`config.mk`:
```
export PLATFORM = sky130hd
export DESIGN_NAME = bus_arb3
export DESIGN_NICKNAME = d
export VERILOG_FILES = /design/src/rtl/bus_arb3_pkg.sv /design/src/rtl/bus_arb3_pick.sv /design/src/rtl/bus_arb3_switch.sv /design/src/rtl/bus_arb3_gnt.sv /design/src/rtl/bus_arb3.sv
export SDC_FILE = /design/constraint.sdc
export NUM_CORES = 1
export LEC_CHECK = 0
export BUFFER_PORTS_ARGS = -buffer_cell sky130_fd_sc_hd__buf_4
export CAP_MARGIN = 20
export CORE_AREA = 5 5 42 44
export CTS_BUF_LIST = sky130_fd_sc_hd__clkbuf_4 sky130_fd_sc_hd__clkbuf_8
export DETAILED_ROUTE_END_ITERATION = 8
export DIE_AREA = 0 0 47 49
export SETUP_SLACK_MARGIN = 0.05
export SYNTH_ARGS = -nofsm -noshare
export SYNTH_HDL_FRONTEND = slang
export SYNTH_SLANG_ARGS = --single-unit
```
`constraint.sdc`:
```
create_clock -name clk -period 2 [get_ports clk]
set_clock_uncertainty 0.1 [all_clocks]
set_input_delay 0.5 -clock clk [delete_from_list [all_inputs] [get_ports clk]]
set_output_delay 0.5 -clock clk [all_outputs]
set_load 0.02 [all_outputs]
```
`src/rtl/bus_arb3_pkg.sv`:
```
package bus_arb3_pkg;
  // Phase of the grant register: an owner holds the bus, or the bus is in
  // the dead cycle between two owners.
  typedef enum logic {
    PH_HOLD = 1'b0,
    PH_GAP  = 1'b1
  } arb_phase_e;
endpackage

```
`src/rtl/bus_arb3_pick.sv`:
```
// Fixed-priority picker: the highest index among the requesters wins.
// Bit 0 (the default master) is never a requester.
module bus_arb3_pick #(
  parameter int N_MST = 3,
  localparam int IW = $clog2(N_MST)
) (
  input  logic [N_MST-1:0] req_all,
  output logic             any_req,
  output logic [IW-1:0]    top_idx
);
  always_comb begin
    any_req = 1'b0;
    top_idx = '0;
    for (int i = 1; i < N_MST; i++) begin
      if (req_all[i]) begin
        any_req = 1'b1;
        top_idx = IW'(i);
      end
    end
  end
endmodule

```
`src/rtl/bus_arb3_switch.sv`:
```
// Decides whether the current owner leaves the bus in this cycle.
module bus_arb3_switch #(
  parameter int N_MST = 3,
  localparam int IW = $clog2(N_MST)
) (
  input  logic [IW-1:0]    owner,
  input  logic [N_MST-1:0] req_all,
  input  logic [N_MST-1:0] cyc_end,
  input  logic [N_MST-1:0] atomic,
  input  logic             sleep,
  input  logic             any_req,
  input  logic [IW-1:0]    top_idx,
  output logic             leave
);
  logic at_break;
  logic higher_wait;

  always_comb begin
    at_break    = cyc_end[owner] && !atomic[owner];
    higher_wait = any_req && (top_idx > owner);
    if (owner == '0) begin
      // Processor: hand over at a clean boundary, or at once when asleep.
      leave = any_req && (sleep || at_break);
    end else begin
      // Requesting master: release when done, yield only to a higher one.
      leave = !req_all[owner] || (higher_wait && at_break);
    end
  end
endmodule

```
`src/rtl/bus_arb3_gnt.sv`:
```
// Grant register with a dead cycle between owners.
module bus_arb3_gnt
  import bus_arb3_pkg::*;
#(
  parameter int N_MST = 3,
  localparam int IW = $clog2(N_MST)
) (
  input  logic             clk,
  input  logic             rst,
  input  logic             leave,
  input  logic             any_req,
  input  logic [IW-1:0]    top_idx,
  output logic [IW-1:0]    owner,
  output logic [N_MST-1:0] gnt
);
  arb_phase_e       phase;
  logic [IW-1:0]    next_owner;
  logic [N_MST-1:0] next_gnt;

  always_comb begin
    next_owner           = any_req ? top_idx : '0;
    next_gnt             = '0;
    next_gnt[next_owner] = 1'b1;
  end

  always_ff @(posedge clk) begin
    if (rst) begin
      phase <= PH_HOLD;
      owner <= '0;
      gnt   <= N_MST'(1);
    end else begin
      case (phase)
        PH_HOLD: begin
          if (leave) begin
            phase <= PH_GAP;
            gnt   <= '0;
          end
        end
        default: begin
          phase <= PH_HOLD;
          owner <= next_owner;
          gnt   <= next_gnt;
        end
      endcase
    end
  end
endmodule

```
`src/rtl/bus_arb3.sv`:
```
module bus_arb3 #(
  parameter int N_MST = 3
) (
  input  logic             clk,
  input  logic             rst,
  input  logic [N_MST-2:0] mst_req,
  input  logic [N_MST-1:0] mst_cyc_end,
  input  logic [N_MST-1:0] mst_atomic,
  input  logic             cpu_sleep,
  output logic [N_MST-1:0] mst_gnt
);
  localparam int IW = $clog2(N_MST);

  logic [N_MST-1:0] req_all;
  logic             any_req;
  logic [IW-1:0]    top_idx;
  logic [IW-1:0]    owner;
  logic             leave;

  assign req_all = {mst_req, 1'b0};

  bus_arb3_pick #(.N_MST(N_MST)) pick_i (
    .req_all (req_all),
    .any_req (any_req),
    .top_idx (top_idx)
  );

  bus_arb3_switch #(.N_MST(N_MST)) sw_i (
    .owner   (owner),
    .req_all (req_all),
    .cyc_end (mst_cyc_end),
    .atomic  (mst_atomic),
    .sleep   (cpu_sleep),
    .any_req (any_req),
    .top_idx (top_idx),
    .leave   (leave)
  );

  bus_arb3_gnt #(.N_MST(N_MST)) gnt_i (
    .clk     (clk),
    .rst     (rst),
    .leave   (leave),
    .any_req (any_req),
    .top_idx (top_idx),
    .owner   (owner),
    .gnt     (mst_gnt)
  );
endmodule

```
==> impl_results.md <==
* Status: finished clean
* Post-layout minimum cycle time at 1.70 ns
* CTS tree: done
* Final WL at a little over 700 microns
* Synth Instances at 38
* Grt ovf at 0
* Core area at 1400 sq um
* Row count at 14
* CTS sink count at 6
* Cell chain of the critical path: inv_1, ha_1, nor2b_1, o221ai_2, o2111ai_2, o32ai_1
* Setup Total Neg Slack at 0 ns
* Multi-input logic area at 210 sq um
* Worst skew pair latency at ~0.24 ns
* Avg WL per Cell at between 10 and 15 microns
* DR iter-0 viols at 1
* Initial Utilization at roughly a quarter
* Largest area contributor in the netlist: dfxtp_1
* EDFF count, synth at 0
* Synth cell types at 20
* Post-CTS Resized at 0
* Crit end category: register
* H-tree depth at 1
* Ys async rst share at 0%
* Max IR drop VDD at 0.346 mV
* CTS Hold Bufs at 0
* Largest net degree at the start of global routing at 11
* Most common cell in the netlist: dfxtp_1
* Synth top area share at 34.8%
* Clock power share at 34.3%
* Avg Vias per Cell at 4.67
* Measured slew at the worst slew-check pin at 0.267 ns
* Synth-to-layout area growth at 39.5%
* Final Hold Vio Count at 0
* First-pass GRT wire length at ~1100 microns
* Synth Net Count at 51
* Ranking of synthesized cells by area: dfxtp_1, ha_1, nand2b_1
* Sw frac at 25.4%
* Register area at 120 sq um
* Total iterations of the first detailed-routing run at 4
* Final setup fails at 0
* WP data required at 2.04 ns
* Layout cells sized above 1 at 34.0%
* Worst slack, placed at 0.100 ns
* Arr. time, crit path at ~1.7 ns
* Yosys warns at 0
* Final count of pins violating max slew at 0
* Layout net count at 68
* Synthesis-stage register bit count at 6
* GR Util All Layers at 6.62%
* Routability cong. at 0.780
* RSZ-0062 raised after global routing: false
* Critical path peak fanout at 5
* Final WS setup at about 0.3 ns
* Power per cell area at around 650 nW/um^2
* Initial antenna violation count at 0
* Post-synthesis sequential area ratio at about a third
* Vias at 322
* Max-Cap Viols at 0
* Internal power at 0.235 mW
* DRT antenna net count at 0
* CP Launch Type: register
* Crit-path slowest cell: dfxtp_1
* Total die area at approximately 2300 sq um
* CP peak stage delay at 0.37 ns
* Root Buffer: clkbuf_4
* N_diodes at 0
* Syn_area_per_cell at 9.09 sq um
* Crit Path Class: register to register
* Leak at 0.206 nW
* Number of global-route vias before repair at ~280
* Part of the power in registers at approximately 44%
* Combinational Power Share at between 20 and 25%
* Post-CTS Setup Bufs at 0
* Clock buffer count from CTS at 3
* Psw at 0.0800 mW
* Die Ht at approximately 49 microns
* Drt drc at 0
* Fillers at between 150 and 200
* Fmax at 588 MHz
* Chip width at between 40 and 50 microns
* Commonest cells in the netlist: dfxtp_1, nand2b_1, a21oi_1, inv_1
* Clock Pin Slew Worst Setup and Hold Paths at 0.04 ns
* Prevailing post-synth register cell: dfxtp_1
* Worst slew margin at 82.2%
* Min-delay worst type: register to register
* Ports at 14
* Port bufs at 13
* Period utilization at approximately 85%
* Hpwl dp at about 580 microns
* Synth Cell Area at 345 sq um
* Post-Route Utilization at approximately a third
* Maximum root-to-sink buffer count at 2
==> cells by family after synthesis <==
kind of cell / Yosys count / share of synthesized area, %
compound gates: 10 / 23.5
buf+inv: 4 / 4.35
flops: 6 / 34.8
fa+ha+maj: 2 / 7.25
simple gates: 16 / 30.1
==> sequential cells by signal (all words and copies together), names as in the netlist <==
| register | count |
|---|---|
| gnt_i.phase | 1 |
| gnt_i.gnt | 3 |
| gnt_i.owner | 2 |
==> placed cells by master, fill, tap and decap left out <==
cell type,n
o221ai_2,1
ha_1,2
o21ai_0,2
nand3b_1,1
or2b_1,1
nor3b_1,1
dfxtp_1,6
o221ai_1,1
o41ai_1,1
a21oi_1,3
o2111ai_2,1
or4bb_1,1
nor2b_1,2
nor2_1,2
buf_4,13
inv_1,3
o32ai_1,1
and3b_1,2
clkbuf_4,3
nand2_1,2
nand2b_1,4
==> critical path, delay by kind of cell, from the launching register on <==
family,cells,cell delay (ns)
and+or+nand+nor,1,0.14
AOI/OAI and AO/OA,3,0.62
DFF,1,0.37
buffers and inverters,1,0.09
adders and majority gates,1,0.29
==> final timing paths <==
check                                    start            to  slack, ns  cells past startpoint
worst max register to register  gnt_i.owner[1]  gnt_i.gnt[2]       0.30                      6
worst min-delay path              gnt_i.gnt[1]  gnt_i.gnt[1]       0.36                      2
worst max-delay path            gnt_i.owner[1]  gnt_i.gnt[2]       0.30                      6
worst min register to register    gnt_i.gnt[1]  gnt_i.gnt[1]       0.36                      2
==> per-stage QoR <==
stage                     instance area, sq um  power [mW]  instances  hold slack (ns)
after floorplan                            345       0.177         38            0.379
after global placement                     459       0.209         66            0.355
after detailed placement                   459       0.210         66            0.354
after CTS                                  482       0.324         69            0.358
after global routing                       482       0.340         69            0.366
final                                      482       0.315         69            0.358
==> layout make-up <==
cell class	instances	area share, %
Multi-Input combinational cell	28	43.6
Sequential cell	6	24.9
Timing Repair Buffer	13	20.3
Clock buffer	3	4.68
Tap cell	16	4.16
Inverter	3	2.34
==> power groups by stage <==
| stage | Clock (mW) | Sequential, mW | Combinational (mW) |
|---|---|---|---|
| CTS | 0.116 | 0.139 | 0.0696 |
| floorplan | 0 | 0.141 | 0.0365 |
| detailed placement | 0 | 0.141 | 0.0688 |
| global route | 0.126 | 0.140 | 0.0744 |
| finish | 0.108 | 0.138 | 0.0682 |
| global placement | 0 | 0.141 | 0.0680 |
==> per-layer routing <==
layer  GRT usage (%)  part of all wire, %
met3            4.43                   12
met2            8.37                   41
met4            2.76                    0
met5               0                    0
met1            8.59                   46
Power figures use the tool's default switching activity.
